## config.mk

```make
export PLATFORM = sky130hd
export DESIGN_NAME = dhsat_unit
export DESIGN_NICKNAME = d
export VERILOG_FILES = /design/src/rtl/dhsat_pkg.sv /design/src/rtl/dhsat_lane.sv /design/src/rtl/dhsat_ctrl.sv /design/src/rtl/dhsat_datapath.sv /design/src/rtl/dhsat_unit.sv
export SDC_FILE = /design/constraint.sdc
export NUM_CORES = 1
export LEC_CHECK = 0
export ABC_AREA = 1
export CORE_MARGIN = 1.5
export CORE_UTILIZATION = 60
export CTS_BUF_LIST = sky130_fd_sc_hd__clkbuf_4 sky130_fd_sc_hd__clkbuf_8
export DETAILED_ROUTE_END_ITERATION = 16
export DONT_BUFFER_PORTS = 1
export GPL_ROUTABILITY_DRIVEN = 0
export PLACE_DENSITY = 0.84
export SYNTH_ARGS = -nofsm -noshare
export SYNTH_HDL_FRONTEND = slang
export SYNTH_SLANG_ARGS = --single-unit
```

## constraint.sdc

```tcl
create_clock -name clk -period 10.4 [get_ports clk]
set_input_delay 2.08 -clock clk [delete_from_list [all_inputs] [get_ports clk]]
set_output_delay 2.08 -clock clk [all_outputs]
set_load 0.01 [all_outputs]
```

## src/rtl/dhsat_pkg.sv

```systemverilog
`timescale 1ns/1ps
package dhsat_pkg;

  // Fixed encoding bits that identify the saturating packed-halfword group
  localparam logic [7:0] GROUP_TAG = 8'h62;
  localparam logic [3:0] SBO_NIB   = 4'hF;

  // Strobes handed from control to datapath
  typedef struct packed {
    logic crossM;  // lanes of the second operand are exchanged
    logic subLo;   // low lane subtracts
    logic subHi;   // high lane subtracts
  } laneCtrl_t;

  // Condition test; nzcv = {N,Z,C,V}
  function automatic logic condHolds(input logic [3:0] cc, input logic [3:0] nzcv);
    logic n, z, c, v, base;
    n = nzcv[3];
    z = nzcv[2];
    c = nzcv[1];
    v = nzcv[0];
    unique case (cc[3:1])
      3'd0:    base = z;
      3'd1:    base = c;
      3'd2:    base = n;
      3'd3:    base = v;
      3'd4:    base = c & ~z;
      3'd5:    base = (n == v);
      3'd6:    base = ~z & (n == v);
      default: base = 1'b1;
    endcase
    if (cc == 4'hF)      return 1'b0;
    else if (cc == 4'hE) return 1'b1;
    else                 return cc[0] ? ~base : base;
  endfunction

endpackage

```

## src/rtl/dhsat_lane.sv

```systemverilog
`timescale 1ns/1ps
module dhsat_lane #(
  parameter int LANE_W = 16
) (
  input  logic [LANE_W-1:0] laneA,
  input  logic [LANE_W-1:0] laneB,
  input  logic              doSub,
  output logic [LANE_W-1:0] laneY
);
  localparam int EXT_W = LANE_W + 1;
  localparam logic [LANE_W-1:0] MAX_POS = {1'b0, {(LANE_W-1){1'b1}}};
  localparam logic [LANE_W-1:0] MIN_NEG = {1'b1, {(LANE_W-1){1'b0}}};

  logic [EXT_W-1:0] extA, extB, extSum;

  always_comb begin
    extA   = {laneA[LANE_W-1], laneA};
    extB   = {laneB[LANE_W-1], laneB};
    extSum = doSub ? (extA - extB) : (extA + extB);
    if (extSum[EXT_W-1] != extSum[EXT_W-2])
      laneY = extSum[EXT_W-1] ? MIN_NEG : MAX_POS;
    else
      laneY = extSum[LANE_W-1:0];
  end
endmodule

```

## src/rtl/dhsat_ctrl.sv

```systemverilog
`timescale 1ns/1ps
module dhsat_ctrl
  import dhsat_pkg::*;
#(
  parameter int INSTR_W = 32,
  parameter int IDX_W   = 4
) (
  input  logic               clk,
  input  logic               rst,
  input  logic [INSTR_W-1:0] instr,
  input  logic [3:0]         flags,
  output laneCtrl_t          strobes,
  output logic [IDX_W-1:0]   srcNIdx,
  output logic [IDX_W-1:0]   srcMIdx,
  output logic [IDX_W-1:0]   dstIdx,
  output logic               wrEn,
  output logic               undefOp
);
  logic [3:0] condCode;
  logic [2:0] selCode;
  logic       groupOk, legal, passes;

  always_comb begin
    condCode = instr[31:28];
    selCode  = instr[7:5];
    srcNIdx  = instr[19:16];
    srcMIdx  = instr[3:0];
    groupOk  = (instr[27:20] == GROUP_TAG) && (instr[11:8] == SBO_NIB) && instr[4];
    legal    = groupOk && !selCode[2];
    passes   = condHolds(condCode, flags);
    // selector: 0 add/add, 1 sub/add crossed, 2 add/sub crossed, 3 sub/sub
    strobes.crossM = selCode[0] ^ selCode[1];
    strobes.subLo  = selCode[0];
    strobes.subHi  = selCode[1];
  end

  always_ff @(posedge clk) begin
    if (rst) begin
      dstIdx  <= '0;
      wrEn    <= 1'b0;
      undefOp <= 1'b0;
    end else begin
      dstIdx  <= instr[15:12];
      wrEn    <= legal && passes;
      undefOp <= !legal;
    end
  end
endmodule

```

## src/rtl/dhsat_datapath.sv

```systemverilog
`timescale 1ns/1ps
module dhsat_datapath
  import dhsat_pkg::*;
#(
  parameter int DATA_W = 32
) (
  input  logic              clk,
  input  logic              rst,
  input  logic [DATA_W-1:0] opN,
  input  logic [DATA_W-1:0] opM,
  input  laneCtrl_t         strobes,
  output logic [DATA_W-1:0] result
);
  localparam int LANES  = 2;
  localparam int LANE_W = DATA_W / LANES;

  logic [LANE_W-1:0] nLane   [LANES];
  logic [LANE_W-1:0] mLane   [LANES];
  logic [LANE_W-1:0] outLane [LANES];
  logic [DATA_W-1:0] packedNext;

  for (genvar li = 0; li < LANES; li++) begin : g_lane
    localparam int OTHER = LANES - 1 - li;
    logic [LANE_W-1:0] mSel;
    logic              laneSub;

    assign nLane[li] = opN[li*LANE_W +: LANE_W];
    assign mLane[li] = opM[li*LANE_W +: LANE_W];
    assign mSel      = strobes.crossM ? mLane[OTHER] : mLane[li];
    assign laneSub   = (li == 0) ? strobes.subLo : strobes.subHi;

    dhsat_lane #(.LANE_W(LANE_W)) u_lane (
      .laneA (nLane[li]),
      .laneB (mSel),
      .doSub (laneSub),
      .laneY (outLane[li])
    );

    assign packedNext[li*LANE_W +: LANE_W] = outLane[li];
  end

  always_ff @(posedge clk) begin
    if (rst) result <= '0;
    else     result <= packedNext;
  end
endmodule

```

## src/rtl/dhsat_unit.sv

```systemverilog
`timescale 1ns/1ps
module dhsat_unit
  import dhsat_pkg::*;
#(
  parameter int DATA_W  = 32,
  parameter int INSTR_W = 32,
  parameter int IDX_W   = 4
) (
  input  logic               clk,
  input  logic               rst,
  input  logic [INSTR_W-1:0] instr,
  input  logic [DATA_W-1:0]  opN,
  input  logic [DATA_W-1:0]  opM,
  input  logic [3:0]         flags,
  output logic [IDX_W-1:0]   srcNIdx,
  output logic [IDX_W-1:0]   srcMIdx,
  output logic [IDX_W-1:0]   dstIdx,
  output logic [DATA_W-1:0]  result,
  output logic               wrEn,
  output logic               undefOp
);
  laneCtrl_t strobes;

  dhsat_ctrl #(.INSTR_W(INSTR_W), .IDX_W(IDX_W)) u_ctrl (
    .clk     (clk),
    .rst     (rst),
    .instr   (instr),
    .flags   (flags),
    .strobes (strobes),
    .srcNIdx (srcNIdx),
    .srcMIdx (srcMIdx),
    .dstIdx  (dstIdx),
    .wrEn    (wrEn),
    .undefOp (undefOp)
  );

  dhsat_datapath #(.DATA_W(DATA_W)) u_dp (
    .clk     (clk),
    .rst     (rst),
    .opN     (opN),
    .opM     (opM),
    .strobes (strobes),
    .result  (result)
  );
endmodule

```

== Yosys cells after proc, flatten, opt, wreduce, memory -nomap -nowiden ==
Index checks and enable logic that the tools add are counted.
Word-level totals
  word-level logic and storage cells: 45
  input port bits: 102
  output and inout port bits: 46
  register bits: 38
Cells by class
  multiplexer cells: 12
  add/subtract/negate cells: 4
  equal/unequal tests: 13
  reduce and logical (&&, ||, !) cells: 7
  bitwise logic cells: 5
Operators with widths (number)
  2-to-1 mux 16 bit: 6
  adder 16 x 16 -> 17 bit: 2
  2-to-1 mux 17 bit: 2
  subtractor 16 x 16 -> 17 bit: 2
  == test 4 bit (second input constant): 3
  == test 3 bit (second input constant): 3
  == test 8 x 7 -> 1 bit (second input constant): 1
  case mux 1 bit (7 select lines): 1
  == test 3 x 2 -> 1 bit (second input constant): 2
  logical AND 1 bit: 4
  == test 3 x 1 -> 1 bit (second input constant): 1
  logical NOT 3 bit: 1
  2-to-1 mux 1 bit: 3
  bitwise AND 1 bit: 2
  logical NOT 1 bit: 2
  != test 1 bit: 2
  inverter 1 bit: 2
  == test 1 bit: 1
  XOR 1 bit: 1

== Logic depth before layout (Yosys ltp) ==
Gate-level depths: netlist (run 1).
  depth after elaboration: 8
  mapped depth: 29

== Cells and area by module ==
Synthesis (run 1) repeated with hierarchy kept, for this count alone.
Second synthesis, totals
  cells, all modules: 785
  area total of the unflattened synthesis: 4837.1 sq um
Modules (own cells, without submodules)
  dhsat_lane (u_dp.g_lane[0].u_lane): area each 1542.7 sq um, cells each 259, times used 1
  dhsat_lane (u_dp.g_lane[1].u_lane): area each 1481.4 sq um, cells each 258, times used 1
  dhsat_datapath: area each 1392.6 sq um, cells each 203, times used 1
  dhsat_ctrl: area each 420.4 sq um, cells each 65, times used 1

== Least setup slack after synthesis (run 1) ==
Ideal clock, no wire load.
  path type: input-to-reg
  start point: in instr[6]
  end point: reg u_dp.result[10]
  arrival: 5.192 ns
  setup slack: 5.094 ns
  cell stages on the path: 25
  cells stage by stage: buf_6 -> inv_6 -> nand2_8 -> nand2_4 -> buf_4 -> o21ai_1 -> ha_1 -> nand3_2 -> nor2_2 -> nor2_1 -> a21oi_1 -> o21ai_0 -> xnor2_1 -> ha_1 -> inv_1 -> nor3_1 -> nor3b_1 -> nand2_1 -> nand3_1 -> inv_1 -> nand3_2 -> nand3_2 -> buf_6 -> nand3_2 -> nand2_1
On the way
  longest elaborated chain between the ends: 6
RTL lines
  start: declaration: line dhsat_unit.sv:11  | input logic [INSTR_W-1:0] instr,
  XOR 1 bit *: line dhsat_ctrl.sv:32  | strobes.crossM = selCode[0] ^ selCode[1];
  2-to-1 mux 16 bit *: line dhsat_datapath.sv:29  | assign mSel = strobes.crossM ? mLane[OTHER] : mLane[li];
  adder 16 x 16 -> 17 bit or subtractor 16 x 16 -> 17 bit (tied branches): line dhsat_lane.sv:19  | extSum = doSub ? (extA - extB) : (extA + extB);
  2-to-1 mux 17 bit *: line dhsat_lane.sv:19
  2-to-1 mux 16 bit or != test 1 bit (tied branches): line dhsat_lane.sv:21, dhsat_lane.sv:20
  2-to-1 mux 16 bit *: line dhsat_lane.sv:20  | if (extSum[EXT_W-1] != extSum[EXT_W-2])
  end signal: assignment: line dhsat_datapath.sv:44  | else result <= packedNext;
  end: declaration: line dhsat_datapath.sv:12  | output logic [DATA_W-1:0] result
Mark *: on every way between the ends. The rest lies on a longest branch, timed or not.
A chain may end at the register's enable or synchronous reset.

== Worst setup path after layout (run 1) ==
  start point: in instr[5]
  end point: reg u_dp.result[1]
On the way
  longest elaborated chain between the ends: 6
RTL lines (line)
  XOR 1 bit: dhsat_ctrl.sv:32
  2-to-1 mux 16 bit: dhsat_datapath.sv:29
  adder 16 x 16 -> 17 bit or subtractor 16 x 16 -> 17 bit (tied branches): dhsat_lane.sv:19
  2-to-1 mux 17 bit *: dhsat_lane.sv:19
  2-to-1 mux 16 bit or != test 1 bit (tied branches): dhsat_lane.sv:21, dhsat_lane.sv:20
  2-to-1 mux 16 bit *: dhsat_lane.sv:20
Marks and branches as above.

==> metrics.txt, run 1 <==
status=complete, no violations; DRT iter0 DRCs=223; Die Span Y=88.3 um; minimum hold slack=1.87 ns; Setup crit end=u_dp.result[1]; clock tree sinks=38; routed len/inst=14.5 um; TritonRoute pass-1 iters=5; Worst Tran Pin Value=1.13 ns; slowest CP cell=ha_1; I/O pin cnt=148; post-cts resize count=0; max-slew violation count=0; top-area cell type share of the netlist area=17.4%; vias per cell=5.69; chip width=88.3 um; Ant. Diodes=0; Worst Min Path Start=rst; Core ar.=0.00691 mm2; main combinational cell family by area after synthesis=simple AND/OR/NAND/NOR gates; DRC=0; peak supply drop=0.0519 mV; WP depth=23; Ys Warns=0; total of max-cap violations=0; Critical Path Start=instr[5]; vias in the first global route=3,732; Simple-Gate Fraction of Synth Area=40.0%; setup bufs post-CTS=0; initial antenna violation count=0; Tmin final=5.69 ns; worst-path fanout max=22; Starting Density=63.2%; power per cell area=154 mW/mm2; flops & latches, synth=38; cell taking the most area after synthesis=dfxtp_1; Crit path largest cell delay=0.35 ns; Worst Path Buf+Inv=3; Clock power frac=14.1%; CP cell instances=inv_4 -> nand2_4 -> nand2_4 -> nand2_1 -> o21ai_1 -> ha_1 -> nand3_2 -> nor2_2 -> nor2_1 -> a21oi_1 -> o21ai_0 -> xnor2_1 -> ha_1 -> inv_1 -> nor3_1 -> nor3b_1 -> nand2_1 -> nand3_1 -> inv_1 -> nand3_2 -> nand3_2 -> nand2_1 -> nor2_1; f_max=176 MHz; Hold Path Class=in -> reg; first-pass GRT wire length=17,000 um; # fillers=665; Int Power=0.371 mW; Top Family by Delay on Critical Path=simple AND/OR/NAND/NOR gates; Root Driver=clkbuf_8; FFs w/ async S/R, synth=0%; EDFF count, synth=0; layout cells sized above 1=9.30%; Die ar.=0.00780 mm2; Leak=2.36 nW; Post-Route Setup TNS=0 ns; CP required=10.56 ns; sequential fraction of design power=34.6%; GRT overflow=0; gr usage total=27.5%; CTS H-Tree Depth=2; post-synthesis sequential area ratio=17.4%; CP Class=in -> reg; IO Port Bufs=0; largest net degree at the start of global routing=31; CTS Buf Count=5; Clock Pin Slew Worst Setup and Hold Paths=0.06 ns; CTS tree=done; sw power=0.303 mW; Mapped Nets=803; Post-synth top cells=nand2_1, inv_1, nand3_1; Compound-Gate Fraction of Synth Area=11.0%; post-synthesis mux area share=0%; final period utilization=54.7%; Arr. time, crit path=5.85 ns; Area Overhead vs Synth=0.0573%; synth top area cells=dfxtp_1, nand2_1, ha_1, xor2_1, nand3_1; Worst Setup Start Kind=input port; number of hold buffers added after cts=0; Cell variety after synth=42; pre-CTS WS=4.52 ns; RSZ-0062 raised after global routing=no; post-synthesis xor/xnor area fraction=10.0%; Adder-Cell Fraction of Synth Area=10.7%; Final Hold Fails=0; HPWL after DPL=9110 um; Setup crit end kind=flop; Mapped Cells=665; fin util=63.3%; Comb pwr share=51.3%; PnR worst setup slack=4.71 ns; Final setup viols=0; Rows=30; Slew HR=24.7%; Synth Flop Type=dfxtp_1; DR vias=4,217; CTS Buffer Depth=2; ANT nets after route=0; most frequent cell after synthesis=nand2_1; layout net count=784; sw frac=45.0%; Synth Cell Area=0.00437 mm2; final WL=10,700 um; synthesized area per cell=6.57 um2
-- how the worst min path moves through the flow --
stage	to	cells after the start
detailed placement	u_ctrl.dstIdx[1]	1
finish	u_ctrl.dstIdx[1]	1
global placement	u_ctrl.dstIdx[1]	1
floorplan	u_ctrl.dstIdx[0]	2
CTS	u_ctrl.dstIdx[1]	1
global route	u_ctrl.undefOp	1
-- layout make-up --
type                            instances  area (um2)  share of cell area (%)
Inverter                               72         278                    6.36
Tap cell                               96         120                    2.75
Multi-Input combinational cell        529        3130                    71.6
Sequential cell                        38         761                    17.4
Clock buffer                            6        82.6                    1.89
-- state kept, by name, indices dropped and copies added (netlist names) --
| register | cells |
|---|---|
| u_ctrl.dstIdx | 4 |
| u_ctrl.undefOp | 1 |
| u_ctrl.wrEn | 1 |
| u_dp.result | 32 |
-- cells in the final DEF, fill, tap and decap left out, types with 7 or more instances in the layout --
| cell type | instances |
|---|---|
| xnor2_1 | 12 |
| dfxtp_1 | 38 |
| nand4_1 | 7 |
| xor2_1 | 36 |
| nand2_1 | 186 |
| o31ai_1 | 7 |
| nand2_2 | 14 |
| nand3_2 | 21 |
| a21oi_1 | 30 |
| a21o_1 | 9 |
| o21ai_0 | 14 |
| nand3_1 | 62 |
| ha_1 | 34 |
| inv_1 | 70 |
| nor2_1 | 54 |
-- through the flow --
step	power, mW	instance area [um2]	cells
after floorplan	0.527	4370	665
after global placement	0.566	4290	735
after detailed placement	0.578	4290	735
after CTS	0.673	4370	741
after global routing	0.733	4370	741
final	0.674	4370	741
-- kinds of logic (layout without fill, tap and decap cells) --
kind of cell | after synthesis | count (layout)
simple gates | 365 | 365
buf+inv | 98 | 78
compound gates | 79 | 79
xor+xnor | 49 | 49
flops | 38 | 38
fa+ha+maj | 36 | 36
-- metal layers --
| metal | wire length (um) | vias to the layer above | track usage [%] |
|---|---|---|---|
| li1 | - | 2114 | - |
| met3 | 1160 | 27 | 7.65 |
| met1 | 4590 | 1894 | 35.2 |
| met4 | 333 | 0 | 10.5 |
| met2 | 4620 | 182 | 44.2 |
| met5 | 0 | - | 0 |
-- power groups by stage --
| stage | Clock (mW) | Combinational [mW] | Sequential [mW] |
|---|---|---|---|
| final | 0.0950 | 0.345 | 0.233 |
| after global routing | 0.104 | 0.390 | 0.239 |
| after CTS | 0.0975 | 0.341 | 0.235 |
| after detailed placement | 0 | 0.340 | 0.238 |
| after global placement | 0 | 0.329 | 0.238 |
| after floorplan | 0 | 0.295 | 0.232 |
(Power assumes the default switching activity.)
==> run 2: changes to the inputs <==
==> constraint.sdc (replaced) <==
create_clock -name clk -period 5.5 [get_ports clk]
set_input_delay 1.1 -clock clk [delete_from_list [all_inputs] [get_ports clk]]
set_output_delay 1.1 -clock clk [all_outputs]
set_load 0.01 [all_outputs]
==> metrics.txt, run 2 (synthesized netlist as in run 1, its figures left out) <==
TritonRoute pass-1 iters=5 (unchanged); Tmin final=4.64 ns; layout net count=784 (unchanged); DRC=0 (unchanged); layout cells sized above 1=9.30% (unchanged); Die Span Y=88.3 um (unchanged); I/O pin cnt=148 (unchanged); Rows=30 (unchanged); clock tree sinks=38 (unchanged); RSZ-0062 raised after global routing=no (unchanged); final period utilization=84.4%; Final setup viols=0 (unchanged); status=complete, no violations (unchanged); worst-path fanout max=22 (unchanged); Core ar.=0.00691 mm2 (unchanged); vias per cell=5.62 (was 5.69); number of hold buffers added after cts=0 (unchanged); total of max-cap violations=0 (unchanged); max-slew violation count=0 (unchanged); Leak=2.36 nW (unchanged); CTS H-Tree Depth=2 (unchanged); initial antenna violation count=0 (unchanged); Slew HR=27.2% (was 24.7%); commonest cells after routing, fill and taps aside=nand2_1, inv_1, nand3_1, nor2_1, dfxtp_1 (unchanged); Die ar.=0.00780 mm2 (unchanged); Largest regs=u_dp.result: 32 flops, u_ctrl.dstIdx: 4 flops (unchanged); Starting Density=63.2% (unchanged); Worst Min Path Start=rst (unchanged); ANT nets after route=0 (unchanged); GRT overflow=0 (unchanged); peak supply drop=0.0978 mV (was 0.0519 mV); DRT iter0 DRCs=234 (was 223); Worst Tran Pin Value=1.09 ns (was 1.13 ns); power per cell area=292 mW/mm2 (was 154 mW/mm2); Root Driver=clkbuf_8 (unchanged); Hold Path Class=in -> reg (unchanged); chip width=88.3 um (unchanged); Final Hold Fails=0 (unchanged); Critical Path Start=instr[5] (unchanged); first-pass GRT wire length=17,000 um (about the same); gr usage total=27.5% (about the same); f_max=215 MHz; DR vias=4,168 (was 4,217); Top reg by flops=u_dp.result (unchanged); Area Overhead vs Synth=0.0573% (unchanged); Worst Setup Start Kind=input port (unchanged); largest net degree at the start of global routing=31 (unchanged); commonest non-fill, non-tap cell in the layout=nand2_1 (unchanged); routed len/inst=14.4 um (was 14.5 um); Setup crit end kind=flop (unchanged); CTS tree=done (unchanged); CTS Buf Count=5 (unchanged); Clock Pin Slew Worst Setup and Hold Paths=0.06 ns (about the same); fin util=63.3% (unchanged); Arr. time, crit path=4.81 ns (was 5.85 ns); vias in the first global route=3,758 (was 3,732); HPWL after DPL=9050 um (was 9110 um); CTS Buffer Depth=2 (unchanged); CP Class=in -> reg (unchanged); Post-Route Setup TNS=0 ns (unchanged); CP required=5.66 ns (was 10.56 ns); max reg flops=32 (unchanged); setup bufs post-CTS=0 (unchanged); IO Port Bufs=0 (unchanged); Ant. Diodes=0 (unchanged); final WL=10,700 um (about the same); post-cts resize count=0 (unchanged)
run 2: area by class of cell:
class	count	area, um2
multi-input combinational	529	3130
clock buffer	6	82.6
sequential	38	761
inverter	72	278
fill	635	2540
tap	96	120
run 2: final timing paths:
check,to,depth (start not counted)
min,u_ctrl.dstIdx[3],1
max,u_dp.result[1],23
run 2: worst max-delay path, stage by stage:
cell	delay, ns
inv_4	0.14
nand2_4	0.11
nand2_4	0.23
nand2_1	0.08
o21ai_1	0.15
ha_1	0.25
nand3_2	0.11
nor2_2	0.17
nor2_1	0.08
a21oi_1	0.18
o21ai_0	0.14
xnor2_1	0.14
ha_1	0.35
inv_1	0.09
nor3_1	0.23
nor3b_1	0.23
nand2_1	0.08
nand3_1	0.13
inv_1	0.08
nand3_2	0.09
nand3_2	0.32
nand2_1	0.22
nor2_1	0.07
run 2: metrics by stage:
step	std cells	hold slack, ns	power, mW	area (um2)	worst slack (ns)
after floorplan	665	1.21	0.996	4370	1.17
after global placement	735	1.17	1.07	4290	0.772
after CTS	741	0.879	1.27	4370	0.922
final	741	0.888	1.27	4370	0.857
after detailed placement	735	1.18	1.09	4290	0.635
after global routing	741	0.870	1.39	4370	0.505
run 2: per-layer routing:
layer | vias up | global-route usage [%] | wire, um
met5 | - | 0 | 0
met4 | 0 | 10.7 | 299
met3 | 25 | 7.74 | 1090
met2 | 170 | 44.6 | 4640
met1 | 1852 | 34.7 | 4630
li1 | 2121 | - | -
run 2: where the power goes:
group | switching, mW | total, mW | leakage [nW] | internal (mW)
clock | 0.0844 | 0.181 | 0.0431 | 0.0965
sequential | 0.0767 | 0.442 | 0.317 | 0.365
combinational | 0.413 | 0.651 | 2.00 | 0.239
